--- src/rtl/clkdiv_pkg.sv ---
package clkdiv_pkg;

    localparam int RATIO_W     = 6;
    localparam int RATIO_LSB   = 8;
    localparam int CLK_FIELD   = 1;
    localparam int FORCE_BIT   = CLK_FIELD;
    localparam int TRIG_BIT    = 8;
    localparam int EN_BIT      = CLK_FIELD + 24;
    localparam int CTRL_ADDR   = 0;
    localparam int RATIO_ADDR  = 8;
    localparam int RESET_RATIO = 8;

    typedef logic [RATIO_W-1:0] ratio_t;

    typedef struct packed {
        ratio_t cnt;
        ratio_t active;
        logic   gate;
        logic   out;
    } div_state_t;

    function automatic logic ratio_ok(input ratio_t r);
        return (r == ratio_t'(4)) || (r == ratio_t'(5)) ||
               (r == ratio_t'(6)) || (r == ratio_t'(8));
    endfunction

endpackage

--- src/rtl/clkdiv_regs.sv ---
module clkdiv_regs
    import clkdiv_pkg::*;
#(
    parameter int DATA_W = 32,
    parameter int ADDR_W = 4
) (
    input  logic              clk,
    input  logic              rst_n,
    input  logic              wr_en,
    input  logic [ADDR_W-1:0] wr_addr,
    input  logic [DATA_W-1:0] wr_data,
    input  logic [ADDR_W-1:0] rd_addr,
    output logic [DATA_W-1:0] rd_data,
    output ratio_t            staged_ratio,
    output logic              reload_force,
    output logic              reload_trig,
    output logic              out_enable
);

    localparam logic [DATA_W-1:0] CTRL_RST  = DATA_W'(1) << EN_BIT;
    localparam logic [DATA_W-1:0] RATIO_RST = DATA_W'(RESET_RATIO) << RATIO_LSB;

    typedef struct packed {
        logic [DATA_W-1:0] ctrl;
        logic [DATA_W-1:0] ratio;
    } reg_state_t;

    reg_state_t r_d, r_q;

    always_comb begin
        r_d = r_q;
        if (wr_en) begin
            if (wr_addr == ADDR_W'(CTRL_ADDR))  r_d.ctrl  = wr_data;
            if (wr_addr == ADDR_W'(RATIO_ADDR)) r_d.ratio = wr_data;
        end
    end

    always_ff @(posedge clk) begin
        if (!rst_n) begin
            r_q.ctrl  <= CTRL_RST;
            r_q.ratio <= RATIO_RST;
        end else begin
            r_q <= r_d;
        end
    end

    always_comb begin
        if (rd_addr == ADDR_W'(CTRL_ADDR))       rd_data = r_q.ctrl;
        else if (rd_addr == ADDR_W'(RATIO_ADDR)) rd_data = r_q.ratio;
        else                                     rd_data = '0;
    end

    assign staged_ratio = r_q.ratio[RATIO_LSB +: RATIO_W];
    assign reload_force = r_q.ctrl[FORCE_BIT];
    assign reload_trig  = r_q.ctrl[TRIG_BIT];
    assign out_enable   = r_q.ctrl[EN_BIT];

    // a control write lands in full
    p_ctrl_write_r9: assert property (@(posedge clk) disable iff (!rst_n)
        (wr_en && wr_addr == ADDR_W'(CTRL_ADDR)) |=> (r_q.ctrl == $past(wr_data)));

    // ratio word only changes through a write to its address
    p_ratio_hold_r2: assert property (@(posedge clk) disable iff (!rst_n)
        !(wr_en && wr_addr == ADDR_W'(RATIO_ADDR)) |=> $stable(r_q.ratio));

endmodule

--- src/rtl/clkdiv_core.sv ---
module clkdiv_core
    import clkdiv_pkg::*;
(
    input  logic   clk,
    input  logic   rst_n,
    input  ratio_t staged_ratio,
    input  logic   reload_force,
    input  logic   reload_trig,
    input  logic   out_enable,
    output logic   clk_out
);

    div_state_t s_d, s_q;
    logic       wrap;
    logic       reload_req;

    assign wrap       = (s_q.cnt == s_q.active - ratio_t'(1));
    assign reload_req = reload_force && reload_trig;

    always_comb begin
        s_d = s_q;
        if (wrap) begin
            s_d.cnt  = '0;
            s_d.gate = out_enable;
            if (reload_req && ratio_ok(staged_ratio))
                s_d.active = staged_ratio;
        end else begin
            s_d.cnt = s_q.cnt + ratio_t'(1);
        end
        s_d.out = s_d.gate && (s_d.cnt < (s_d.active >> 1));
    end

    always_ff @(posedge clk) begin
        if (!rst_n) begin
            s_q.cnt    <= '0;
            s_q.active <= ratio_t'(RESET_RATIO);
            s_q.gate   <= 1'b1;
            s_q.out    <= 1'b1;
        end else begin
            s_q <= s_d;
        end
    end

    assign clk_out = s_q.out;

    // only supported ratios ever become active
    p_active_valid_r5: assert property (@(posedge clk) disable iff (!rst_n)
        ratio_ok(s_q.active));

    // ratio switches only at a fresh period
    p_switch_at_wrap_r4: assert property (@(posedge clk) disable iff (!rst_n)
        (s_q.active != $past(s_q.active)) |-> (s_q.cnt == '0));

    // no switch without both reload bits
    p_need_both_r3: assert property (@(posedge clk) disable iff (!rst_n)
        !(reload_force && reload_trig) |=> $stable(s_q.active));

    // gate moves only at a period start, and holds the output low
    p_gate_at_wrap_r8: assert property (@(posedge clk) disable iff (!rst_n)
        !$stable(s_q.gate) |-> (s_q.cnt == '0));
    p_low_when_off_r8: assert property (@(posedge clk) disable iff (!rst_n)
        !s_q.gate |-> !clk_out);

    // counter stays inside the active period
    p_cnt_range_r6: assert property (@(posedge clk) disable iff (!rst_n)
        s_q.cnt < s_q.active);

endmodule

--- src/rtl/clkdiv_reload_ctrl.sv ---
module clkdiv_reload_ctrl
    import clkdiv_pkg::*;
#(
    parameter int DATA_W = 32,
    parameter int ADDR_W = 4
) (
    input  logic              clk,
    input  logic              rst_n,
    input  logic              wr_en,
    input  logic [ADDR_W-1:0] wr_addr,
    input  logic [DATA_W-1:0] wr_data,
    input  logic [ADDR_W-1:0] rd_addr,
    output logic [DATA_W-1:0] rd_data,
    output logic              clk_out
);

    ratio_t staged_ratio;
    logic   reload_force;
    logic   reload_trig;
    logic   out_enable;

    clkdiv_regs #(.DATA_W(DATA_W), .ADDR_W(ADDR_W)) regs_i (
        .clk          (clk),
        .rst_n        (rst_n),
        .wr_en        (wr_en),
        .wr_addr      (wr_addr),
        .wr_data      (wr_data),
        .rd_addr      (rd_addr),
        .rd_data      (rd_data),
        .staged_ratio (staged_ratio),
        .reload_force (reload_force),
        .reload_trig  (reload_trig),
        .out_enable   (out_enable)
    );

    clkdiv_core core_i (
        .clk          (clk),
        .rst_n        (rst_n),
        .staged_ratio (staged_ratio),
        .reload_force (reload_force),
        .reload_trig  (reload_trig),
        .out_enable   (out_enable),
        .clk_out      (clk_out)
    );

endmodule

--- config.mk ---
export PLATFORM = sky130hd
export DESIGN_NAME = clkdiv_reload_ctrl
export DESIGN_NICKNAME = d
export VERILOG_FILES = /design/src/rtl/clkdiv_pkg.sv /design/src/rtl/clkdiv_regs.sv /design/src/rtl/clkdiv_core.sv /design/src/rtl/clkdiv_reload_ctrl.sv
export SDC_FILE = /design/constraint.sdc
export NUM_CORES = 1
export LEC_CHECK = 0
export CORE_MARGIN = 4
export CORE_UTILIZATION = 47
export CTS_BUF_LIST = sky130_fd_sc_hd__clkbuf_8
export DETAILED_ROUTE_END_ITERATION = 10
export GPL_TIMING_DRIVEN = 0
export PLACE_DENSITY = 0.9
export SYNTH_ARGS = -nofsm -noshare
export SYNTH_HDL_FRONTEND = slang
export SYNTH_SLANG_ARGS = --single-unit
--- constraint.sdc ---
create_clock -name clk -period 3 [get_ports clk]
set_input_delay 0.6 -clock clk [delete_from_list [all_inputs] [get_ports clk]]
set_output_delay 0.6 -clock clk [all_outputs]
set_load 0.02 [all_outputs]
== Word level (Yosys, flattened, before mapping) ==
Cells that the tools add are included.
Widths: inputs -> output; s select.

* Register bits after elaboration: 78
* Input port bits: 43
* Output and inout bits: 33

* $lt $le $gt $ge: 1
* Multiplexer cells: 5
* Reduce and logical (&&, ||, !) cells: 11
* Add/subtract/negate cells: 2
* Eq/ne operators: 7

{| class="wikitable"
|+ Operators with widths
! cell !! number
|-
| $mux 32 || 2
|-
| $eq 6x3->1 const B || 3
|-
| $mux 6 || 2
|-
| $eq 4x4->1 const B || 2
|-
| $logic_not 4->1 || 2
|-
| $mux 7 || 1
|-
| $add 6x1->6 const B || 1
|-
| $eq 6x4->1 const B || 1
|-
| $eq 6x6->1 || 1
|-
| $lt 6x5->1 || 1
|-
| $reduce_and 2->1 || 3
|-
| $sub 6x1->6 const B || 1
|-
| $logic_and 1x1->1 || 3
|-
| $logic_or 1x1->1 || 3
|}

== Logic depth before layout (Yosys ltp) ==
Gate-level depths: netlist (run 1).

* Word-level depth: 9
* Gate-level depth with buffers: 12
* Gate-level depth less buffers: 11

== By module ==
A second synthesis (run 1) with hierarchy kept.

* Cells, all modules: 395
* Area, all modules: 3742.3 sq um

{| class="wikitable"
|+ Modules (own cells, without submodules)
! module !! cells an instance !! area an instance (sq um) !! seq. area each (sq um) !! instances
|-
| clkdiv_regs || 294 || 2862.7 || 1281.2 || 1
|-
| clkdiv_core || 101 || 879.6 || 280.3 || 1
|}

== Worst setup path after synthesis (run 1) ==
No wires, ideal clock.

* Kind: register to register
* Start point: register core_i.s_q[2] (netlist bit)
* End point: register core_i.s_q, in the netlist core_i.clk_out
* Buffers on the path: 1
* Setup time: 0.078 ns
* Data arrival time: 2.720 ns
* Path slack: 0.202 ns
* Cell stages (with the launch flop): 13
* Data required time: 2.922 ns
* Cells stage by stage: dfxtp_1 inv_1 ha_1 xor2_1 nand3_1 or4b_1 buf_6 mux2i_1 ha_1 nor3_1 nand4b_1 mux2_2 a32oi_1

* Longest elaborated chain between the ends: 5

{| class="wikitable"
|+ Ends and longest elaborated chain
! what !! line !! text
|-
| from (decl) || clkdiv_core.sv:13 || <nowiki>div_state_t s_d, s_q;</nowiki>
|-
| $sub 6x1->6 (*) || clkdiv_core.sv:17 || <nowiki>assign wrap = (s_q.cnt == s_q.active - ratio_t'(1));</nowiki>
|-
| $eq 6x6->1 (*) || clkdiv_core.sv:17 ||
|-
| $mux 6 or $mux 7 (tied branches) || clkdiv_core.sv:22 || <nowiki>if (wrap) begin</nowiki>
|-
| $lt 6x5->1 || clkdiv_core.sv:30 || <nowiki>s_d.out = s_d.gate && (s_d.cnt < (s_d.active >> 1));</nowiki>
|-
| $logic_and 1x1->1 (*) || clkdiv_core.sv:30 ||
|}

Every way passes the cells marked *; elsewhere a longest branch is shown, timed or not.
A chain may end at the register's enable or synchronous reset.

== Worst setup path in the final report (run 1) ==
* Start point: input rd_addr[2]
* End point: output rd_data[24]

* Longest elaborated chain between the ends: 3

{| class="wikitable"
|+ Ends and longest elaborated chain
! what !! line !! text
|-
| from (decl) || clkdiv_reload_ctrl.sv:12 || <nowiki>input logic [ADDR_W-1:0] rd_addr,</nowiki>
|-
| $eq 4x4->1 || clkdiv_regs.sv:49 || <nowiki>else if (rd_addr == ADDR_W'(RATIO_ADDR)) rd_data = r_q.ratio;</nowiki>
|-
| $mux 32 || clkdiv_regs.sv:49 ||
|-
| $mux 32 (*) || clkdiv_regs.sv:48 || <nowiki>if (rd_addr == ADDR_W'(CTRL_ADDR)) rd_data = r_q.ctrl;</nowiki>
|-
| to (decl) || clkdiv_reload_ctrl.sv:13 || <nowiki>output logic [DATA_W-1:0] rd_data,</nowiki>
|}

Marked as above.

==> results of run 1 <==
## worst reg2reg max path: stages, from the launching register on
cell,delay [ns]
dfxtp_2,0.36
or3b_1,0.37
a21oi_1,0.15
o21ai_1,0.11
or4b_4,0.63
mux2i_1,0.18
ha_2,0.21
nor3_2,0.18
nand4b_1,0.13
mux2_4,0.28
a32oi_2,0.20
## worst max path at each step
stage	start	to	depth (start not counted)
after floorplan	core_i.s_q[2]	core_i.clk_out	12
after global placement	rd_addr[1]	rd_data[11]	5
after detailed placement	rd_addr[1]	rd_data[11]	5
after CTS	core_i.s_q[2]	core_i.clk_out	12
after global routing	core_i.s_q[2]	core_i.clk_out	11
final	rd_addr[2]	rd_data[24]	6
## sequential cells by signal (all words and copies together), names as in the netlist
name	count
core_i.clk_out	1
core_i.s_q	13
regs_i.out_enable	1
regs_i.r_q	55
regs_i.reload_force	1
regs_i.reload_trig	1
regs_i.staged_ratio	6
## through the flow
stage	setup TNS [ns]	std cells	utilization, %	setup WS (ns)
2_1_floorplan	0	420	-	0.202
3_3_place_gp	-20.62	593	60.5	-0.706
3_5_place_dp	-22.19	593	60.5	-0.793
4_1_cts	0	611	64.1	0.0120
5_1_grt	-0.0128	616	65.2	-0.0128
6_report	0	616	65.2	0.0919
## layout make-up
cell class                 instances  area (um^2)
buffer                            28          153
clock buffer                       9          124
clock inverter                     7         62.6
fill                             605         2530
inverter                           4         15.0
multi-input combinational        309         1940
sequential                        78         1570
tap                               99          124
timing repair buffer              82          768
## cells in the final DEF (no fill, tap or decap), drive strengths merged, types with 6 or more instances in the layout
cell	instances
nand2	135
ha	6
clkdlybuf4s50	42
xor2	7
nor2	8
dfxtp	78
a22o	32
inv	8
clkbuf	37
dlygate4sd2	30
buf	8
nand3	8
a21boi	62
## logic make-up (layout without fill, tap and decap cells)
| logic type | after synthesis | after routing | synth area share (%) |
|---|---|---|---|
| buffers and inverters | 33 | 130 | 3.70 |
| AOI/OAI and AO/OA | 104 | 104 | 22.9 |
| muxes | 7 | 7 | 2.05 |
| xor gates and xnor gates | 11 | 11 | 2.72 |
| adders and majority gates | 6 | 6 | 2.12 |
| and+or+nand+nor | 181 | 181 | 22.5 |
| DFF | 78 | 78 | 44.0 |
## per-layer routing
metal	vias up	part of all wire, %	GRT usage, %
met5	-	0	0
met4	0	2.0	9.74
met3	18	5.3	3.98
met2	102	51	38.6
met1	1606	42	26.5
li1	1611	-	-
## what timing repair did
action	in CTS	in global routing
gates resized for setup	57	13
setup buffers	2	6
endpoints found under the setup margin	33	3
pin swaps	2	7
## power groups by stage
stage | logic (mW) | clock network (mW) | registers, mW
2_1_floorplan | 0.0715 | 0 | 1.09
3_3_place_gp | 0.159 | 0 | 1.09
3_5_place_dp | 0.163 | 0 | 1.09
4_1_cts | 0.172 | 0.759 | 1.06
5_1_grt | 0.197 | 0.793 | 1.06
6_report | 0.182 | 0.754 | 1.06
==> run_results.csv, run 1 <==
group,metric,value,unit
run_status,status,"finished clean",
global_route,grt_max_degree,17,
timing,fmax,0.344,GHz
setup_path,crit_type,"in2out",
yosys,synth_top_area_share,44.0,%
floorplanning,row_count,31,
clocking,hold_buffers,0,
final_layout,drive_above_1_share,9.48,%
yosys,synth_area_leaders,"dfxtp_1 44%, nand2_1 14%, a21boi_0 13%",
yosys,syn_area,3550,um^2
final_layout,design_area,4760,um^2
place,dpl.hpwl,6.75,mm
timing,min_period,2.91,ns
setup_path,start_kind,"input port",
timing,drv_slew,0,
place,portBuffers,74,
clocking,cts.sinks,78,
setup_path,cp.buffers_inverters,4,
route,drt_pre_antenna_iters,4,
final_layout,final_net_count,561,
setup_path,cp.required,2.40,ns
place,dpl_cell_area,4410,um^2
power_and_ir_drop,clkPwrFrac,37.7,%
route,route.vias.total,3337,
yosys,yosys-top-cells-count,"135 x nand2_1, 78 x dfxtp_1, 62 x a21boi_0",
clocking,cts_max_path_buffers,2,
floorplanning,fp.coreArea,7290,um^2
timing,period_share,96.9,%
min_path,holdPathEnd,"regs_i.r_q[26]",
setup_path,cp.arrival,2.31,ns
timing,hold_slack,0.468,ns
route,drtAntennaViolNets,0,
setup_path,rr_worst_depth,10,
setup_path,path_max_fanout,10,
yosys,synth-edff-count,0,
timing,setup_viol,0,
global_route,grt_util_all_layers,22.2,%
place,gp_congestion,0.847,
power_and_ir_drop,power_frac_comb,9.1,%
route,viasPerCell,5.42,
yosys,ys.warnings.count,0,
yosys,yosysMostFrequentCell,"nand2_1",
route,wirelength,9.67,mm
power_and_ir_drop,switchingPower,532,uW
min_path,whs_path_depth,2,
setup_path,crit_path_end_kind,"primary output",
route,drc,0,
power_and_ir_drop,internal_power,1.47,mW
global_route,grt_pass1_wl,15.5,mm
yosys,ys_types,35,
yosys,synth-async-reset-ratio,0,%
power_and_ir_drop,power_density,420,nW/um^2
clocking,cts_buffers,9,
clocking,h-tree-depth,3,
clocking,cts-root-buf,"clkbuf_8",
power_and_ir_drop,p_leak,1.88,nW
min_path,hold_path.startpoint,"regs_i.r_q[26]",
power_and_ir_drop,seqPwrFrac,53.1,%
final_layout,areaGrowthSynthToFinish,34.1,%
final_layout,n_antenna_cell,0,
clocking,path_clk_slew,0.10,ns
setup_path,max_stage_delay,0.49,ns
clocking,cts_tree,"yes",
yosys,ys_seq_elements,78,
route,avgRoutedWirePerCell,15.7,um
global_route,overflow,0,
timing,slew_headroom,57.0,%
floorplanning,dieArea,9000,um^2
setup_path,cp_slowest_cell,"clkdlybuf4s50_1",
setup_path,cp_top_family,"buffers and inverters",
floorplanning,start_util,48.6,%
floorplanning,die_h,94.9,um
setup_path,reg2reg_slack,0.11,ns
setup_path,r2r_start,"regs_i.staged_ratio[1]",
global_route,grt_pass1_vias,3348,
yosys,yosysTopAreaCell,"dfxtp_1",
yosys,syn-num-nets,469,
setup_path,r2r_end,"core_i.clk_out",
power_and_ir_drop,switching_share,26.6,%
timing,skew,0.00571,ns
min_path,hold_path.class,"reg2reg",
yosys,netlist_instances,420,
floorplanning,pin_count,76,
yosys,yosysSeqAreaShare,44.0,%
setup_path,path_cells,"clkdlybuf4s50_1, nor4b_4, buf_4, clkbuf_4, a22o_1, dlygate4sd2_1",
power_and_ir_drop,power,2.00,mW
yosys,avgSynthCellArea,8.45,um^2
power_and_ir_drop,ir_drop,0.000387,V
timing,worst_pin_slew,0.635,ns
clocking,clkLatencyLatePin,0.36,ns
yosys,synthFlopType,"dfxtp_1",
global_route,antenna_found_initial,0,
route,drt_iter0_drc,284,
timing,hold_viol,0,
floorplanning,die_width,94.9,um
flow_run,cap_violations,0,
No activity file was read; power rests on OpenSTA's default activity.
==> inputs of run 2 (changes only) <==
==> constraint.sdc (replaced) <==
create_clock -name clk -period 3 [get_ports clk]
set_input_delay 0.45 -clock clk [delete_from_list [all_inputs] [get_ports clk]]
set_output_delay 0.45 -clock clk [all_outputs]
set_load 0.02 [all_outputs]
==> run_results.csv, run 2 (synthesis results as in run 1) <==
group,metric,value,unit
clocking,cts_max_path_buffers,2,
floorplanning,pin_count,76,
setup_path,cp.required,2.55,ns
final_layout,areaGrowthSynthToFinish,33.2,%
route,viasPerCell,5.42,
timing,fmax,0.340,GHz
power_and_ir_drop,switchingPower,532,uW
flow_run,cap_violations,0,
global_route,grt_util_all_layers,22.0,%
floorplanning,die_h,94.9,um
clocking,cts-root-buf,"clkbuf_8",
setup_path,path_max_fanout,10,
final_layout,drive_above_1_share,8.93,%
timing,drv_slew,0,
timing,min_period,2.95,ns
clocking,clkLatencyLatePin,0.37,ns
place,dpl_worst_slack,-0.493,ns
final_layout,multi_input_area,1920,um^2
floorplanning,row_count,31,
final_layout,final_cells,614,
place,dpl.hpwl,6.75,mm
global_route,antenna_found_initial,0,
clocking,cts_buffers,9,
clocking,cts.sinks,78,
setup_path,rr_worst_depth,10,
final_layout,design_area,4730,um^2
timing,hold_viol,0,
floorplanning,fp.coreArea,7290,um^2
power_and_ir_drop,ir_drop,0.000391,V
place,portBuffers,74,
final_layout,final_common_cell,"nand2_1",
timing,rsz0062_at_grt,"true",
final_layout,fillCellCount,601,
timing,slew_headroom,58.0,%
global_route,grt_pass1_vias,3315,
final_layout,final_cell_mix,"135 x nand2_1, 74 x clkdlybuf4s50_1, 72 x dfxtp_1, 62 x a21boi_0, 32 x a22o_1",
setup_path,cp.arrival,2.50,ns
min_path,whs_path_depth,2,
setup_path,reg2reg_slack,0.12,ns
final_layout,final_net_count,559,
power_and_ir_drop,power_density,422,nW/um^2
final_layout,n_antenna_cell,0,
route,drc,0,
power_and_ir_drop,p_leak,1.68,nW
route,drt_iter0_drc,229,
min_path,holdPathEnd,"core_i.s_q[5]",
timing,period_share,98.2,%
timing,setup_viol,0,
setup_path,start_kind,"input port",
place,dpl_cell_area,4410,um^2
final_layout,regArea,1570,um^2
setup_path,crit_type,"in2out",
power_and_ir_drop,switching_share,26.7,%
timing,worst_pin_slew,0.621,ns
timing,skew,0.00701,ns
final_layout,largest_reg_flops,55,
final_layout,largest_register,"regs_i.r_q",
clocking,cts_tree,"yes",
setup_path,r2r_start,"regs_i.staged_ratio[1]",
timing,setup_ws,0.0550,ns
min_path,hold_path.class,"in2reg",
place,dp_cells,593,
clocking,path_clk_slew,0.08,ns
route,drtAntennaViolNets,0,
place,gp_congestion,0.847,
power_and_ir_drop,clkPwrFrac,37.8,%
floorplanning,die_width,94.9,um
power_and_ir_drop,seqPwrFrac,53.2,%
floorplanning,dieArea,9000,um^2
power_and_ir_drop,power_frac_comb,9.0,%
setup_path,crit_path_end_kind,"primary output",
floorplanning,start_util,48.6,%
global_route,grt_max_degree,17,
run_status,status,"finished clean",
power_and_ir_drop,internal_power,1.46,mW
route,avgRoutedWirePerCell,15.6,um
route,drt_pre_antenna_iters,4,
route,route.vias.total,3326,
global_route,grt_pass1_wl,15.5,mm
route,wirelength,9.60,mm
clocking,h-tree-depth,3,
global_route,overflow,0,
setup_path,r2r_end,"core_i.clk_out",
min_path,hold_path.startpoint,"rst_n",
## run 2: per-layer routing
metal	part of all wire, %	global-route usage [%]
met5	0	0
met2	50	37.5
met1	43	27.0
met4	2.2	9.98
met3	4.9	3.98
## run 2: area by class of cell
type | instances | area share, %
clock buffers | 9 | 2.62
multi-input cells | 309 | 40.6
flip-flops and latches | 78 | 33.3
inverters | 4 | 0.318
clock inverters | 7 | 1.32
plain buffers | 28 | 2.54
well taps | 99 | 2.62
repair buffers | 80 | 16.6
## run 2: per-stage QoR
stage,power (mW),TNS [ns],hold slack (ns),util (%)
floorplan,1.16,0,0.441,-
global placement,1.24,-11.12,0.450,60.5
detailed placement,1.25,-12.61,0.457,60.5
CTS,1.99,0,0.421,63.9
global route,2.05,-0.0223,0.455,64.8
finish,2.00,0,0.424,64.8
## run 2: worst max path at each step
stage | start | slack [ns] | endpoint | cells past startpoint
after global routing | core_i.s_q[2] | -0.02 | core_i.clk_out | 11
after detailed placement | rd_addr[1] | -0.49 | rd_data[11] | 5
after floorplan | core_i.s_q[2] | 0.20 | core_i.clk_out | 12
after global placement | rd_addr[1] | -0.41 | rd_data[11] | 5
final | rd_addr[1] | 0.05 | rd_data[11] | 5
after CTS | core_i.s_q[2] | 0.01 | core_i.clk_out | 12
## run 2: timing repair
| action | CTS | global route |
|---|---|---|
| endpoints found under the hold margin | 0 | 0 |
| setup buffers | 0 | 6 |
| hold buffers | 0 | 0 |
| endpoints found under the setup margin | 33 | 23 |
| resized for setup | 18 | 17 |
| pin swaps | 0 | 7 |
## run 2: power groups by stage
stage	clock, mW	sequential (mW)	combinational, mW
4_1_cts	0.759	1.06	0.170
2_1_floorplan	0	1.09	0.0715
5_1_grt	0.793	1.06	0.194
3_3_place_gp	0	1.09	0.159
6_report	0.755	1.06	0.179
3_5_place_dp	0	1.09	0.163
## run 2: worst max-delay path, stage by stage
cell	delay (ns)
clkdlybuf4s50_1	0.49
nor4_4	0.40
buf_2	0.32
a22o_1	0.22
clkdlybuf4s50_1	0.62
